==> config.mk <==
export PLATFORM = sky130hd
export DESIGN_NAME = adc_mux_seq
export DESIGN_NICKNAME = d
export VERILOG_FILES = /design/src/rtl/adc_mux_pkg.sv /design/src/rtl/adc_mux_slot_timer.sv /design/src/rtl/adc_mux_chan_stepper.sv /design/src/rtl/adc_mux_chop_ctrl.sv /design/src/rtl/adc_mux_seq.sv
export SDC_FILE = /design/constraint.sdc
export NUM_CORES = 1
export LEC_CHECK = 0
export BUFFER_PORTS_ARGS = -buffer_cell sky130_fd_sc_hd__buf_2
export CORE_UTILIZATION = 50
export CTS_CLUSTER_SIZE = 40
export DETAILED_ROUTE_END_ITERATION = 16
export MAX_ROUTING_LAYER = met4
export PLACE_DENSITY = 0.74
export SLEW_MARGIN = 10
export SYNTH_ARGS = -nofsm -noshare
export SYNTH_HDL_FRONTEND = slang
export SYNTH_SLANG_ARGS = --single-unit
export TNS_END_PERCENT = 10
==> constraint.sdc <==
create_clock -name clk -period 3.81 [get_ports clk]
set_clock_uncertainty 0.05 [all_clocks]
set_input_delay 0.762 -clock clk [delete_from_list [all_inputs] [get_ports clk]]
set_output_delay 0.762 -clock clk [all_outputs]
set_load 0.05 [all_outputs]
==> src/rtl/adc_mux_pkg.sv <==
package adc_mux_pkg;
   typedef enum logic [1:0] {
      CNT_SEL_A = 2'b00,
      CNT_SEL_B = 2'b01,
      CNT_SEL_C = 2'b10,
      CNT_SEL_D = 2'b11
   } cnt_sel_e;

   typedef enum logic [1:0] {
      CHOP_TOGGLE     = 2'b00,
      CHOP_FORCE_POS  = 2'b01,
      CHOP_FORCE_REV  = 2'b10,
      CHOP_TOGGLE_ALT = 2'b11
   } chop_mode_e;
endpackage

==> src/rtl/adc_mux_slot_timer.sv <==
module adc_mux_slot_timer #(
   parameter int TICKS_PER_SLOT = 2
) (
   input  logic clk,
   input  logic rst_n,
   input  logic tick,
   output logic slot_end
);
   localparam int CW = (TICKS_PER_SLOT > 1) ? $clog2(TICKS_PER_SLOT) : 1;

   generate
      if (TICKS_PER_SLOT == 1) begin : g_single
         logic unused_ok;
         assign unused_ok = clk ^ rst_n;
         assign slot_end  = tick;
      end else begin : g_count
         logic [CW-1:0] cnt_q;
         always_ff @(posedge clk or negedge rst_n) begin
            if (!rst_n) begin
               cnt_q <= '0;
            end else if (tick) begin
               if (cnt_q == CW'(TICKS_PER_SLOT - 1)) cnt_q <= '0;
               else                                  cnt_q <= cnt_q + CW'(1);
            end
         end
         assign slot_end = tick && (cnt_q == CW'(TICKS_PER_SLOT - 1));
      end
   endgenerate
endmodule

==> src/rtl/adc_mux_chan_stepper.sv <==
module adc_mux_chan_stepper
   import adc_mux_pkg::*;
#(
   parameter int SEL_W     = 3,
   parameter int CNT_A     = 6,
   parameter int CNT_B     = 4,
   parameter int CNT_C     = 3,
   parameter int CNT_D     = 2,
   parameter int TEMP_CODE = 6
) (
   input  logic             clk,
   input  logic             rst_n,
   input  logic             slot_end,
   input  logic [1:0]       chan_cfg,
   input  logic             alt_req,
   output logic [SEL_W-1:0] cur_sel,
   output logic             cyc_start
);
   logic [SEL_W-1:0] slot_q;
   logic [SEL_W-1:0] cnt_q;
   logic [SEL_W-1:0] cnt_sel;
   logic             ext_q;
   logic             pend_q;
   logic             last_slot;
   logic             take_ext;

   always_comb begin
      unique case (cnt_sel_e'(chan_cfg))
         CNT_SEL_A: cnt_sel = SEL_W'(CNT_A);
         CNT_SEL_B: cnt_sel = SEL_W'(CNT_B);
         CNT_SEL_C: cnt_sel = SEL_W'(CNT_C);
         CNT_SEL_D: cnt_sel = SEL_W'(CNT_D);
      endcase
   end

   assign last_slot = ext_q ? (slot_q == cnt_q) : (slot_q == cnt_q - SEL_W'(1));
   assign cyc_start = slot_end && last_slot;
   assign take_ext  = pend_q || alt_req;
   assign cur_sel   = (ext_q && (slot_q == cnt_q)) ? SEL_W'(TEMP_CODE) : slot_q;

   always_ff @(posedge clk or negedge rst_n) begin
      if (!rst_n) begin
         slot_q <= '0;
         cnt_q  <= SEL_W'(CNT_A);
         ext_q  <= 1'b0;
         pend_q <= 1'b0;
      end else begin
         pend_q <= cyc_start ? 1'b0 : (pend_q || alt_req);
         if (slot_end) begin
            if (last_slot) begin
               slot_q <= '0;
               cnt_q  <= cnt_sel;
               ext_q  <= take_ext;
            end else begin
               slot_q <= slot_q + SEL_W'(1);
            end
         end
      end
   end
endmodule

==> src/rtl/adc_mux_chop_ctrl.sv <==
module adc_mux_chop_ctrl
   import adc_mux_pkg::*;
#(
   parameter bit RESET_POL = 1'b0
) (
   input  logic       clk,
   input  logic       rst_n,
   input  logic       cyc_start,
   input  logic [1:0] mode,
   output logic       chop_pol
);
   always_ff @(posedge clk or negedge rst_n) begin
      if (!rst_n) begin
         chop_pol <= RESET_POL;
      end else begin
         unique case (chop_mode_e'(mode))
            CHOP_FORCE_POS:  chop_pol <= 1'b0;
            CHOP_FORCE_REV:  chop_pol <= 1'b1;
            CHOP_TOGGLE,
            CHOP_TOGGLE_ALT: if (cyc_start) chop_pol <= !chop_pol;
         endcase
      end
   end
endmodule

==> src/rtl/adc_mux_seq.sv <==
module adc_mux_seq #(
   parameter int TICKS_PER_SLOT = 2,
   parameter int SEL_W          = 3,
   parameter int CNT_A          = 6,
   parameter int CNT_B          = 4,
   parameter int CNT_C          = 3,
   parameter int CNT_D          = 2,
   parameter int TEMP_CODE      = 6
) (
   input  logic             clk,
   input  logic             rst_n,
   input  logic             slot_tick,
   input  logic [1:0]       chan_cfg,
   input  logic             alt_req,
   input  logic [1:0]       chop_mode,
   output logic [SEL_W-1:0] mux_sel,
   output logic             smp_valid,
   output logic [SEL_W-1:0] smp_chan,
   output logic             chop_pol,
   output logic             cyc_sync
);
   localparam int CODE_SPACE = 1 << SEL_W;

   generate
      if (TICKS_PER_SLOT < 1) begin : g_bad_ticks
         $error("TICKS_PER_SLOT must be at least 1");
      end
      if (TEMP_CODE >= CODE_SPACE) begin : g_bad_temp_w
         $error("TEMP_CODE does not fit in SEL_W bits");
      end
      if (TEMP_CODE < CNT_A || TEMP_CODE < CNT_B || TEMP_CODE < CNT_C || TEMP_CODE < CNT_D) begin : g_bad_temp
         $error("TEMP_CODE collides with a channel code");
      end
      if (CNT_A < 1 || CNT_B < 1 || CNT_C < 1 || CNT_D < 1) begin : g_bad_cnt
         $error("every channel count must be at least 1");
      end
   endgenerate

   logic slot_end;
   logic cyc_start;

   adc_mux_slot_timer #(.TICKS_PER_SLOT(TICKS_PER_SLOT)) u_timer (
      .clk      (clk),
      .rst_n    (rst_n),
      .tick     (slot_tick),
      .slot_end (slot_end)
   );

   adc_mux_chan_stepper #(
      .SEL_W(SEL_W), .CNT_A(CNT_A), .CNT_B(CNT_B), .CNT_C(CNT_C),
      .CNT_D(CNT_D), .TEMP_CODE(TEMP_CODE)
   ) u_step (
      .clk       (clk),
      .rst_n     (rst_n),
      .slot_end  (slot_end),
      .chan_cfg  (chan_cfg),
      .alt_req   (alt_req),
      .cur_sel   (mux_sel),
      .cyc_start (cyc_start)
   );

   adc_mux_chop_ctrl #(.RESET_POL(1'b0)) u_chop (
      .clk       (clk),
      .rst_n     (rst_n),
      .cyc_start (cyc_start),
      .mode      (chop_mode),
      .chop_pol  (chop_pol)
   );

   always_ff @(posedge clk or negedge rst_n) begin
      if (!rst_n) begin
         smp_valid <= 1'b0;
         smp_chan  <= '0;
         cyc_sync  <= 1'b0;
      end else begin
         smp_valid <= slot_end;
         cyc_sync  <= cyc_start;
         if (slot_end) smp_chan <= mux_sel;
      end
   end
endmodule

==> results of run 1 <==
-- report_power, final --
part / internal, mW / switching (mW)
Sequential: 0.223 / 0.0455
Clock: 0.0389 / 0.0517
Combinational: 0.152 / 0.285
-- per-stage QoR --
stage | hold slack [ps] | cell area [um2] | instances | power [mW] | worst slack, ps
after floorplan | 389 | 791 | 68 | 0.622 | 1560
after detailed placement | 413 | 885 | 98 | 0.711 | 1440
final | 309 | 912 | 102 | 0.796 | 1120
after global routing | 336 | 912 | 102 | 0.851 | 909
after CTS | 314 | 912 | 102 | 0.806 | 1120
after global placement | 406 | 885 | 98 | 0.704 | 1510
-- synthesized netlist by cell type, drive strengths merged --
cell	n
a211oi	1
a21oi	1
and2	1
and4	1
buf	1
clkinv	1
dfrtp	13
dfstp	2
ha	4
inv	6
mux2	3
mux2i	5
nand2	3
nand2b	4
nand3	2
nand4	2
nor2	2
nor2b	3
nor4b	1
o211ai	1
o21ai	2
o221a	1
o31a	1
or4b	1
xnor2	3
xor2	2
xor3	1
-- routing by layer --
layer / GRT usage (%) / vias up
met1: 20.8 / 257
li1: - / 276
met4: 11.6 / 0
met2: 28.7 / 12
met5: - / -
met3: 2.61 / 2
-- state kept, by name (all words and copies together) (netlist names) --
register / count
u_chop.chop_pol: 1
smp_valid: 1
u_step.pend_q: 1
cyc_sync: 1
u_timer.g_count.cnt_q: 1
smp_chan: 3
u_step.cnt_q: 3
u_step.ext_q: 1
u_step.slot_q: 3
-- cells in the final DEF, fill, tap and decap left out --
| cell | instances |
|---|---|
| inv_1 | 6 |
| clkbuf_4 | 3 |
| and2_1 | 1 |
| nand4_1 | 2 |
| a21oi_4 | 1 |
| o31a_1 | 1 |
| or4b_1 | 1 |
| nand3_1 | 2 |
| nor2_1 | 2 |
| ha_1 | 4 |
| xnor2_1 | 3 |
| and4_1 | 1 |
| buf_2 | 16 |
| o211ai_1 | 1 |
| clkinv_2 | 1 |
| xor2_1 | 2 |
| o221a_2 | 1 |
| mux2i_1 | 5 |
| mux2_2 | 3 |
| nor2b_1 | 3 |
| nand2b_1 | 4 |
| dfstp_2 | 2 |
| xor3_1 | 1 |
| dfrtp_1 | 13 |
| nand2_1 | 3 |
| nor4b_1 | 1 |
| o21ai_0 | 2 |
| a211oi_1 | 1 |
| clkinv_1 | 1 |
-- cells by family after synthesis --
group	after synthesis	share of synthesized area, %
xor+xnor	6	8.54
fa+ha+maj	4	6.33
buf+inv	8	3.95
mux	8	10.6
flops	15	47.8
compound gates	7	7.75
simple gates	20	15.0
-- area by class of cell --
type	instances	area share, %
multi-input cells	45	41.8
clock inverters	1	0.549
clock buffers	3	2.47
well taps	15	2.06
flip-flops and latches	15	41.4
repair buffers	16	8.78
inverters	7	2.88
-- critical path, stage by stage, from the launching register on --
cell     delay (ps)
dfrtp_1         430
xnor2_1         270
nand4_1         380
and2_1          310
buf_2           210
-- worst max path at each step --
stage,to,depth (start not counted)
floorplan,mux_sel[1],3
global placement,mux_sel[0],4
detailed placement,mux_sel[0],4
CTS,mux_sel[0],4
global route,mux_sel[0],4
finish,mux_sel[0],4
==> impl_metrics.toml, run 1 <==
[pwr]
power-per-cell-area_nw_per_um2 = 873
peakVddDrop_v = 0.000605
power_leakage_nw = 0.453

[global_route]
grt.total_usage_pct = 17.9
grt_overflow = 0
grt_max_degree = 16
grt_pass1_vias = 514
antenna_found_initial = 0
grt_pass1_wl_mm = 2.22

[setup_path]
regToRegSetupSlack_ps = 1560
cp.arrival_ps = 1880
path_max_fanout = 8
startpoint = "u_step.slot_q[0]$_DFFE_PN0N_"
end_kind = "primary output"
rr_worst_depth = 6
start_kind = "register"
required_ps = 3000
r2r-end = "u_step.cnt_q[1]$_DFFE_PN1P_"
reg2reg_from = "u_step.cnt_q[1]$_DFFE_PN1P_"
crit_type = "reg2out"

[placement]
io_buffers = 16
dp_hpwl_um = 964
place.gp.congestion = 0.809

[route]
drt.antenna.violating_nets = 0
drc = 0
wl_met2_um = 611
routed_wl_mm = 1.26
wl_met1_um = 578
wire_per_inst_um = 12.4
vias = 547
highest_layer = "met4"
dr_wl_met3_um = 51
drtPass1Iterations = 4
drtIter0Drc = 7
viasPerCell = 5.36

[finish]
seq_area_um2 = 378
final_util_pct = 66.0
syn_to_final_growth_pct = 15.3
layout-drive-gt1-share_pct = 31.0
multiInputGateArea_um2 = 382
fillCellCount = 111
antennaDiodeCount = 0
fin_nets = 100

[floorplanning]
die_x_um = 41.8
initial_utilization_pct = 57.2
io_pins = 17
die_y_um = 41.8
die-area_um2 = 1740
core-area_um2 = 1380
row_count = 13

[sta]
post-route-min-period_ps = 2690
rsz0062_at_grt = "no"
hold_viol = 0
fmax_ghz = 0.371
min_period_over_period_pct = 70.7
worstMarginPinSlew_ps = 423
drv_slew = 0
setup_viol = 0
tns_ps = 0
slew-limit-headroom_pct = 71.4

[clock_network]
clk_pin_slew_worst_paths_ps = 90
cts_max_level = 1
cts_resized = 0
post_cts_buffers = 0
cts_buffer_depth = 2
cts_buffers = 3
cts_tree = "built"
clk_latency_ps = 280
cts_sinks = 15
root_buffer = "clkbuf_4"
cts_hold_buf = 0

[synthesis]
ys_warn_count = 0
synth_top_area_cell = "dfrtp_1"
synth_nets = 80
syn-instance-count = 68
synth.distinct_cells = 27
synth-seq-cells = 15
yosysTopAreaCellShare_pct = 41.1
synth_seq_area_share_pct = 47.8
synth_area_um2 = 791
syn_area_per_cell_um2 = 11.6
synth.area.top_cells = "dfrtp_1 (41%), dfstp_2 (6.6%), ha_1 (6.3%), mux2i_1 (6.3%), mux2_2 (4.3%)"

[job]
maxCapViolations = 0

[worst_hold_path]
hold_path.class = "in2async"

[run_status]
status = "complete, no violations"
(Power assumes the default switching activity.)
==> run 2: changes to the inputs <==
--- a/config.mk
+++ b/config.mk
@@ -5,6 +5,7 @@
 export SDC_FILE = /design/constraint.sdc
 export NUM_CORES = 1
 export LEC_CHECK = 0
+export ABC_AREA = 1
 export BUFFER_PORTS_ARGS = -buffer_cell sky130_fd_sc_hd__buf_2
 export CORE_UTILIZATION = 50
 export CTS_CLUSTER_SIZE = 40
==> constraint.sdc (replaced) <==
create_clock -name clk -period 2.6 [get_ports clk]
set_clock_uncertainty 0.05 [all_clocks]
set_input_delay 0.52 -clock clk [delete_from_list [all_inputs] [get_ports clk]]
set_output_delay 0.52 -clock clk [all_outputs]
set_load 0.05 [all_outputs]
==> run 2 against run 1 <==
  * Critical path depth increased by 3
  * Combinational power up 70%
  * Via count rose by 26%
  * Non-clock buffer count is the same
==> impl_metrics.toml, run 2 <==
[clock_network]
cts_sinks = 15
cts_buffers = 3
cts_buffer_depth = 2
cts_hold_buf = 0
post_cts_buffers = 0
root_buffer = "clkbuf_4"
cts_tree = "built"
clk_latency_ps = 290
cts_resized = 0
cts_max_level = 1
clk_pin_slew_worst_paths_ps = 90

[synthesis]
synth.area.top_cells = "dfrtp_1 (40%), nand2_1 (14%), dfstp_2 (6.4%), ha_1 (6.1%), inv_1 (5.5%)"
synth_area_um2 = 818
synth_top_flop_cell = "dfrtp_1"
ys_warn_count = 0
async_reset_ff_share_pct = 100
synth_seq_area_share_pct = 46.2
syn-instance-count = 102
synth_top_area_cell = "dfrtp_1"
yosysMostFrequentCell = "nand2_1"
synth-seq-cells = 15
yosysTopAreaCellShare_pct = 39.8
synthTopCellsByCount = "nand2_1 (31), dfrtp_1 (13), inv_1 (12), nor2_1 (10)"
synth_edf_count = 0
synth_nets = 114
syn_area_per_cell_um2 = 8.02
synth.distinct_cells = 20

[sta]
setup_viol = 0
worstMarginPinSlew_ps = 381
min_period_over_period_pct = 83.5
post-route-min-period_ps = 2170
rsz0062_at_grt = "no"
fmax_ghz = 0.461
tns_ps = 0
slew-limit-headroom_pct = 74.6
worst_slack_ps = 429
drv_slew = 0
hold_viol = 0

[floorplanning]
die_y_um = 42.5
row_count = 14
io_pins = 17
initial_utilization_pct = 53.7
core-area_um2 = 1520
die-area_um2 = 1800
die_x_um = 42.5

[finish]
seq_area_um2 = 378
biggestRegsByFlops = "smp_chan (3), u_step.cnt_q (3), u_step.slot_q (3)"
antennaDiodeCount = 0
layout-drive-gt1-share_pct = 30.8
multiInputGateArea_um2 = 369
fin_nets = 133
final_common_cell = "nand2_1"
fillCellCount = 144
syn_to_final_growth_pct = 14.1
final_cell_mix = "nand2_1 (31), buf_2 (16), dfrtp_1 (13), inv_1 (12), nor2_1 (10)"

[setup_path]
path_max_fanout = 6
cp.arrival_ps = 1600
end_kind = "primary output"
start_kind = "register"
crit_type = "reg2out"
required_ps = 2030

[global_route]
grt_max_degree = 16
grt_overflow = 0
antenna_found_initial = 0
grt_pass1_wl_mm = 2.46
grt.total_usage_pct = 19.6
grt_pass1_vias = 585

[route]
routed_wl_mm = 1.43
wire_per_inst_um = 10.5
drt.antenna.violating_nets = 0
drtPass1Iterations = 4
drc = 0
viasPerCell = 5.05
drtIter0Drc = 13
vias = 687

[worst_hold_path]
hold_path.class = "in2async"

[placement]
pre_cts_slack_ps = 752
place.gp.congestion = 0.876
io_buffers = 16
dp_hpwl_mm = 1.10

[job]
maxCapViolations = 0

[pwr]
peakVddDrop_v = 0.000693
power-per-cell-area_nw_per_um2 = 1380
total_power_mw = 1.29
power_leakage_nw = 0.530

[run_status]
status = "complete, no violations"
==> run 2: cell count changes after synthesis, sizes merged, moves of 2 or more <==
cell / change
nor2: +10
nand2: +34
a31oi: +2
mux2i: -5
mux2: -3
nand2b: -4
a21oi: +2
nand3: +3
o21ai: +3
xnor2: -3
nor2b: -3
xor2: -2
inv: +9
==> run 2: worst paths after layout <==
kind | startpoint | to | slack (ps) | depth (start not counted)
min reg2reg | smp_chan[0]$_DFFE_PN0N_ | smp_chan[0]$_DFFE_PN0N_ | 440 | 2
min | rst_n | smp_chan[1]$_DFFE_PN0N_ | 60 | 1
min in group clk | chan_cfg[1] | u_step.cnt_q[2]$_DFFE_PN1P_ | 340 | 2
max in group asynchronous | rst_n | u_step.cnt_q[2]$_DFFE_PN1P_ | 2150 | 1
max reg2reg | u_step.cnt_q[1]$_DFFE_PN1P_ | u_step.slot_q[2]$_DFFE_PN0N_ | 740 | 11
max | u_step.cnt_q[2]$_DFFE_PN1P_ | mux_sel[1] | 430 | 7
==> run 2: cell families (layout without fill, tap and decap cells) <==
family                   after synthesis  in the layout  share of synthesized area [%]
flip-flops                            15             15                           46.2
AO/OA/AOI/OAI                         11             11                           9.02
AND/OR/NAND/NOR                       55             55                           30.0
adder cells (fa/ha/maj)                4              4                           6.12
buffers and inverters                 17             35                           8.71
==> run 2: power breakdown <==
group / switching (mW) / internal [mW] / leakage, nW
sequential: 0.0723 / 0.336 / 0.178
clock: 0.0816 / 0.0587 / 0.0139
combinational: 0.529 / 0.214 / 0.337
total: 0.683 / 0.609 / 0.530
==> run 2: cell type report <==
cell class                      instances  share of cell area, %
Inverter                               15                   6.03
Clock inverter                          1                  0.804
Clock buffer                            3                   2.41
Timing Repair Buffer                   16                   8.58
Multi-Input combinational cell         70                   39.5
Sequential cell                        15                   40.5
Tap cell                               16                   2.14
==> run 2: worst max-delay path: stages (launching register included) <==
cell and delay [ps]:
dfstp_2 570, inv_1 60, nand2_1 90, nand2_2 70, nor2_4 130, nand2_4 80
nand2_1 60, buf_2 250
==> run 2: stage by stage <==
step	cells	utilization, %	hold slack (ps)	area [um2]
2_1_floorplan	102	-	174	818
3_3_place_gp	132	59.3	390	903
3_5_place_dp	132	59.3	391	903
4_1_cts	136	61.2	52.3	933
5_1_grt	136	61.2	71.5	933
6_report	136	61.2	60.2	933
==> run 2: routing by layer <==
layer,track usage (%),up-vias,wire (um)
li1,-,354,-
met1,24.4,311,688
met2,27.7,18,651
met3,7.76,4,71
met4,9.38,0,23
met5,-,-,0
